<file path="config.mk">
export PLATFORM = sky130hd
export DESIGN_NAME = bank_map_unit
export DESIGN_NICKNAME = d
export VERILOG_FILES = /design/src/rtl/bmu_pkg.sv /design/src/rtl/bmu_page_regs.sv /design/src/rtl/bmu_window_dec.sv /design/src/rtl/bmu_compose.sv /design/src/rtl/bank_map_unit.sv
export SDC_FILE = /design/constraint.sdc
export NUM_CORES = 1
export LEC_CHECK = 0
export ABC_AREA = 1
export CELL_PAD_IN_SITES_DETAIL_PLACEMENT = 0
export CELL_PAD_IN_SITES_GLOBAL_PLACEMENT = 2
export CORE_MARGIN = 8
export CORE_UTILIZATION = 32
export CTS_CLUSTER_SIZE = 16
export DETAILED_ROUTE_END_ITERATION = 16
export GPL_TIMING_DRIVEN = 0
export PLACE_DENSITY_LB_ADDON = 0.1
export RECOVER_POWER = 100
export SLEW_MARGIN = 15
export SYNTH_ARGS = -nofsm -noshare
export SYNTH_HDL_FRONTEND = slang
export SYNTH_SLANG_ARGS = --single-unit
</file>
<file path="constraint.sdc">
create_clock -name clk -period 3.7 [get_ports clk]
set_input_delay 0.74 -clock clk [delete_from_list [all_inputs] [get_ports clk]]
set_output_delay 0.74 -clock clk [all_outputs]
set_load 0.01 [all_outputs]
</file>
<file path="src/rtl/bmu_pkg.sv">
package bmu_pkg;
  // Default geometry of the mapper
  localparam int CPU_AW  = 16;
  localparam int PAGE_W  = 8;
  localparam int NWIN    = 8;
  localparam int IDX_W   = $clog2(NWIN);
  localparam int OFF_W   = CPU_AW - IDX_W;
  localparam int PHYS_W  = PAGE_W + OFF_W;
  localparam int ZP_W    = 8;

  localparam logic [PAGE_W-1:0] ZP_PAGE = 8'hF8;
  localparam logic [PAGE_W-1:0] IO_PAGE = 8'hFF;

  typedef logic [PAGE_W-1:0] page_t;
  typedef logic [PHYS_W-1:0] phys_t;

  // Place a page number above an in-window offset
  function automatic phys_t join_page(input page_t pg, input logic [OFF_W-1:0] off);
    return {pg, off};
  endfunction

  // Zero-page accesses: fixed RAM page, low byte of the address only
  function automatic phys_t zp_target(input logic [ZP_W-1:0] lo);
    return {ZP_PAGE, {(OFF_W-ZP_W){1'b0}}, lo};
  endfunction
endpackage

</file>
<file path="src/rtl/bmu_page_regs.sv">
module bmu_page_regs #(
  parameter int NREG = bmu_pkg::NWIN,
  parameter int DW   = bmu_pkg::PAGE_W
) (
  input  logic                     clk,
  input  logic                     rst_n,
  input  logic                     load,
  input  logic [NREG-1:0]          mask,
  input  logic [DW-1:0]            wdata,
  output logic [NREG-1:0][DW-1:0]  pages
);
  // Per-register write enables, brought out for the checks
  logic [NREG-1:0] wr_en;

  for (genvar i = 0; i < NREG; i++) begin : g_reg
    assign wr_en[i] = load & mask[i];

    always_ff @(posedge clk or negedge rst_n) begin
      if (!rst_n)        pages[i] <= '0;
      else if (wr_en[i]) pages[i] <= wdata;
    end

    // a selected register captures the accumulator value
    assert_load_R3: assert property (@(posedge clk) disable iff (!rst_n)
      (load && mask[i]) |=> pages[i] == $past(wdata));

    // an unselected register holds
    assert_hold_R5: assert property (@(posedge clk) disable iff (!rst_n)
      !(load && mask[i]) |=> $stable(pages[i]));

    // reset clears the register
    assert_reset_R6: assert property (@(posedge clk)
      !rst_n |-> pages[i] == '0);
  end
endmodule

</file>
<file path="src/rtl/bmu_window_dec.sv">
module bmu_window_dec #(
  parameter int NREG  = bmu_pkg::NWIN,
  parameter int IDX_W = $clog2(NREG)
) (
  input  logic [IDX_W-1:0] top_bits,
  output logic [IDX_W-1:0] win_idx,
  output logic [NREG-1:0]  win_oh
);
  assign win_idx = top_bits;

  always_comb begin
    win_oh = '0;
    for (int k = 0; k < NREG; k++)
      if (top_bits == IDX_W'(k)) win_oh[k] = 1'b1;
  end

  // exactly one window is active, and it matches the index
  always_comb begin
    assert_one_window_R1: assert ($countones(win_oh) == 1 && win_oh[win_idx]);
  end
endmodule

</file>
<file path="src/rtl/bmu_compose.sv">
module bmu_compose #(
  parameter int NREG  = bmu_pkg::NWIN,
  parameter int DW    = bmu_pkg::PAGE_W,
  parameter int IDX_W = $clog2(NREG),
  parameter int OFF_W = bmu_pkg::OFF_W
) (
  input  logic [NREG-1:0][DW-1:0] pages,
  input  logic [NREG-1:0]         win_oh,
  input  logic [IDX_W-1:0]        win_idx,
  input  logic [OFF_W-1:0]        offset,
  input  logic                    zp,
  output bmu_pkg::phys_t          phys,
  output logic                    io_hit
);
  import bmu_pkg::*;

  // AND-OR page mux driven by the one-hot window
  logic [DW-1:0] sel_page;
  always_comb begin
    sel_page = '0;
    for (int k = 0; k < NREG; k++)
      sel_page |= pages[k] & {DW{win_oh[k]}};
  end

  logic io_page;
  assign io_page = (sel_page == IO_PAGE);

  always_comb begin
    if (zp) phys = zp_target(offset[ZP_W-1:0]);
    else    phys = join_page(sel_page, offset);
  end
  assign io_hit = io_page & ~zp;

  // translated page comes from the indexed register; offset passes through
  always_comb begin
    if (!zp) begin
      assert_page_R2: assert (phys[PHYS_W-1 -: DW] == pages[win_idx] &&
                              phys[OFF_W-1:0] == offset);
    end
    // zero page never reaches the hardware-control page
    if (zp) begin
      assert_zp_R7: assert (!io_hit && phys[PHYS_W-1 -: DW] == ZP_PAGE);
    end
    // io flag only for the all-ones page
    assert_io_R8: assert (io_hit == (!zp && pages[win_idx] == IO_PAGE));
  end
endmodule

</file>
<file path="src/rtl/bank_map_unit.sv">
module bank_map_unit (
  input  logic        clk,
  input  logic        rst_n,
  input  logic [15:0] cpu_addr,
  input  logic        zp_cycle,
  input  logic        map_load,
  input  logic [7:0]  map_mask,
  input  logic [7:0]  acc_data,
  output logic [20:0] phys_addr,
  output logic        io_sel
);
  import bmu_pkg::*;

  logic [NWIN-1:0][PAGE_W-1:0] pages;
  logic [IDX_W-1:0]            win_idx;
  logic [NWIN-1:0]             win_oh;
  phys_t                       phys;
  logic                        io_hit;

  bmu_page_regs #(.NREG(NWIN), .DW(PAGE_W)) u_regs (
    .clk   (clk),
    .rst_n (rst_n),
    .load  (map_load),
    .mask  (map_mask),
    .wdata (acc_data),
    .pages (pages)
  );

  bmu_window_dec #(.NREG(NWIN), .IDX_W(IDX_W)) u_dec (
    .top_bits (cpu_addr[CPU_AW-1 -: IDX_W]),
    .win_idx  (win_idx),
    .win_oh   (win_oh)
  );

  bmu_compose #(.NREG(NWIN), .DW(PAGE_W), .IDX_W(IDX_W), .OFF_W(OFF_W)) u_cmp (
    .pages   (pages),
    .win_oh  (win_oh),
    .win_idx (win_idx),
    .offset  (cpu_addr[OFF_W-1:0]),
    .zp      (zp_cycle),
    .phys    (phys),
    .io_hit  (io_hit)
  );

  assign phys_addr = phys;
  assign io_sel    = io_hit;

  // while reset is held, every window maps to page 0
  assert_reset_page_R6: assert property (@(posedge clk)
    (!rst_n && !zp_cycle) |-> phys_addr[20:13] == 8'h00);
endmodule

</file>
-- Word-level counts from Yosys, hierarchy flattened
Index checks and enable logic that the tools add are counted.
Widths: inputs -> output; s select.
- eq/ne operators: 8
- muxes and demuxes: 9
- bitwise operators: 25
- reduce and logical (&&, ||, !) cells: 1
- operators by type and width (kind ; count):
    $and 8x8->8 ; 8
    $or 8x8->8 ; 7
    $mux 21 ; 1
    $eq 3x3->1 const B ; 4
    $and 1x1->1 ; 9
    $eq 8x8->1 const B ; 1
    $mux 1 ; 8
    $eq 3x2->1 const B ; 2
    $eq 3x1->1 const B ; 1
    $logic_not 3->1 ; 1
    $not 1->1 ; 1
- register bits after elaboration: 64
- input bits: 36
- output and inout bits: 22
- word-level logic and storage cells: 51

-- Depth between registers and ports, before layout
- depth after elaboration: 12
- depth in mapped cells: 11

-- Hierarchy
Synthesis repeated with hierarchy kept, for this count alone.
- cells, all modules: 463
- area total of the unflattened synthesis: 3589.7 µm²
- modules (own cells, without submodules) (module ; times used ; cells each ; area an instance (µm²) ; seq. area each (µm²)):
    bmu_page_regs ; 1 ; 288 ; 2777.7 ; 1601.5
    bmu_compose ; 1 ; 157 ; 733.2 ; 0.0
    bmu_window_dec ; 1 ; 18 ; 78.8 ; 0.0

-- Worst setup path after synthesis
No wires, ideal clock.
- path kind: input to output
- start point: input cpu_addr[15]
- end point: output io_sel
- arrival: 1.825 ns
- required time: 2.960 ns
- slack: 1.135 ns
- stages: 8
- path through: buf_2 -> buf_2 -> nand3_1 -> o22ai_1 -> nor2_1 -> a21oi_2 -> nand2_1 -> nor2_1
- word-level cells in the longest chain between the ends: 12
- RTL lines (element ; RTL line ; source):
    start, declared ; bank_map_unit.sv:4 ; input logic [15:0] cpu_addr,
    $eq 3x1->1 or $logic_not 3->1 (tied branches) ; bmu_window_dec.sv:14 ; if (top_bits == IDX_W'(k)) win_oh[k] = 1'b1;
    $mux 1 ; bmu_window_dec.sv:14 ;
    $and 8x8->8 ; bmu_compose.sv:22 ; sel_page |= pages[k] & {DW{win_oh[k]}};
    $or 8x8->8 (6 in a row) ; bmu_compose.sv:22 ;
    $or 8x8->8 * ; bmu_compose.sv:22 ;
    $eq 8x8->1 * ; bmu_compose.sv:26 ; assign io_page = (sel_page == IO_PAGE);
    $and 1x1->1 * ; bmu_compose.sv:32 ; assign io_hit = io_page & ~zp;
    end, declared ; bank_map_unit.sv:10 ; output logic io_sel
Mark *: on every way between the ends. The rest lies on a longest branch, timed or not.

-- Final worst setup path
- start point: input cpu_addr[13]
- end point: output io_sel
The elaborated chain is that of the path after synthesis.

==> metrics.txt <==
Crit-path slowest cell=clkdlybuf4s50_1; final core occ=40.6%; Setup Skew=0 ns; number of I/O pins=58; max frequency=0.287 GHz; Cell variety after synth=19; failing checks=capacitance limit, slew limit; Setup WS pre-CTS=-0.100 ns; crit path time final=3.48 ns; clock tree buffer depth=2; Crit path required time=2.96 ns; Biggest register=u_regs.pages; core area=approximately 9600 sq um; area of the mapped netlist=between 3000 and 4000 sq um; GPL Wtd Cong=0.802; vias per cell=between 4 and 5; Worst IR Drop VDD=0.000177 V; clk_lat worst skew=0.34 ns; reg2reg setup slack=between 3 and 4 ns; Synth-to-Final Area Change=25.4%; sequential share of the synthesized area=between 50 and 60%; CTS sink cnt=between 60 and 70; Syn Area/Cell=7.90 sq um; CP Launch Type=primary input; setup TNS=0 ns; final setup vio count=0; Root Buffer=clkbuf_8; hold buffer count at CTS=0; I/O Buffers=45; Pwr Density=425 nW/um^2; worst setup margin=0.218 ns; crit-path max FO=10; initial detailed-routing violation count=105; RSZ-0062 raised after global routing=false; First-pass DRT Iterations=4; final net count=486; final hold violation count=0; max reg flops=64; reg2reg end=u_regs.pages[52]; type of the worst setup path=in2out; critical path, cell by cell=dlygate4sd2_1 -> buf_4 -> nand3_2 -> o21ai_1 -> nor2_1 -> nand2_1 -> nand2_1 -> nor2_1 -> nand2_1 -> nor2_1 -> clkdlybuf4s50_1; Critical R2R Launch=u_regs.pages[52]; vias=around 2800; HPWL after DPL=7.27 mm; per-cell routed wire length=16.9 microns; Synth Register Bits=64; Slew Limit Fails=59; Leak=1.87 nW; grt total ovfl=0; Die Width=approximately 110 microns; Worst setup EP type=output port; Worst-path clk slew=0.07 ns; Slew headroom=-1.24%; first-pass GRT wire length=15.8 mm; slowest stage delay, CP=approximately 0.55 ns; fill cell count=between 1000 and 1500; post-route insts no fill=588; DRC Markers=0; Tot GR Track Use=between 10% and 20%; initial antenna violation count=0; Diodes inserted=0; drt total wl=9.91 mm; fin crit share=94.1%; crit path DAT=around 2.7 ns; Hold/Removal Path Class=in2async; largest net degree at the start of global routing=59; Yosys Warn Count=0; die area=13100 sq um; CTS tree=done; Design Power=0.00165 W; Post-Synthesis Cells=393; reg2reg path depth=2; number of H-tree levels=3; Worst Tran Pin Value=1.52 ns; share of cells above drive strength 1=9.23%; status=finished with violations; die height=114 microns; total CTS buffers=9; vias in the first global route=slightly below 3000; Cells after DPL=572; Largest regs=u_regs.pages x64; synthesized net count=429; row count=36; ANT nets after route=0; initial cell density of the core=32.4%; max-cap violation count=1
-- layer usage --
metal	vias to the layer above	part of all wire (%)	track usage [%]
met5	-	0	0
met4	0	1.8	6.83
met3	12	6.3	3.96
met2	69	47	26.8
met1	1307	45	19.2
li1	1399	-	-
-- critical path: cells and delay by family --
kind	cells	cell delay, ns
and+or+nand+nor	7	0.66
buffers and inverters	3	1.16
AOI/OAI and AO/OA	1	0.17
-- cells in the final DEF (no fill, tap or decap), drive strengths merged --
master and count:
nor2 24, dlygate4sd2 1, dlygate4sd3 22, inv 30, a21oi 3, clkinvlp 1, clkbuf 25, buf 18
o21ai 70, o22ai 3, nor3 4, clkdlybuf4s50 21, dfrtp 64, nand3 18, nand4 25, nand2 124
clkinv 2
-- Yosys cell counts --
library cell  count  area share (%)
buf_2             8             1.3
inv_1            27             3.3
clkbuf_1         10             1.2
o22ai_1           3            0.60
nand2_1         124              15
o21ai_1           2            0.32
nand4_1          25             5.0
nor2_1           23             2.8
inv_2             3            0.36
dfrtp_1          64              52
a21oi_2           1            0.28
a21oi_1           2            0.32
nor3_1            1            0.16
nand3_1          16             2.6
nand3_2           2            0.64
nor3_2            3            0.97
o21ai_0          68              11
buf_4            10             2.4
nor2_2            1            0.20
-- worst max-delay path by stage --
stage	startpoint	end	slack [ns]	cells after the start
after floorplan	cpu_addr[15]	io_sel	1.13	8
after global placement	rst_n	u_regs.pages[53]	-0.40	1
after detailed placement	cpu_addr[13]	io_sel	-0.1	10
after CTS	cpu_addr[13]	io_sel	0.19	11
after global routing	cpu_addr[13]	io_sel	0.02	11
final	cpu_addr[13]	io_sel	0.22	11
-- power breakdown --
| group | total, W | switching [W] | internal, W |
|---|---|---|---|
| Sequential | 0.000834 | 0.0000472 | 0.000787 |
| Clock | 0.000534 | 0.000274 | 0.000260 |
| Combinational | 0.000286 | 0.000172 | 0.000114 |
| Total | 0.00165 | 0.000493 | 0.00116 |
-- area by class of cell --
cell class,instances,area [sq um],area share (%)
well taps,133,166,4.28
plain buffers,28,153,3.92
clock buffers,13,149,3.83
multi-input cells,271,1240,32.0
flip-flops and latches,64,1600,41.2
repair buffers,46,448,11.5
inverters,30,113,2.89
clock inverters,3,17.5,0.450
-- what timing repair did --
action	in CTS	in global routing
hold endpoints to repair	0	0
setup endpoints to repair	1	0
resized for setup	2	0
setup buffers	0	0
-- cell families after synthesis --
kind of cell,after synthesis,synth area share [%]
flip-flops,64,51.6
AO/OA/AOI/OAI,76,12.5
buffers and inverters,58,8.55
AND/OR/NAND/NOR,195,27.4
-- through the flow --
step	hold slack, ns	cell area (sq um)
global placement	0.466	3720
finish	0.269	3890
global route	0.286	3890
detailed placement	0.474	3750
CTS	0.189	3920
floorplan	0.444	3100
(Power assumes the default switching activity.)
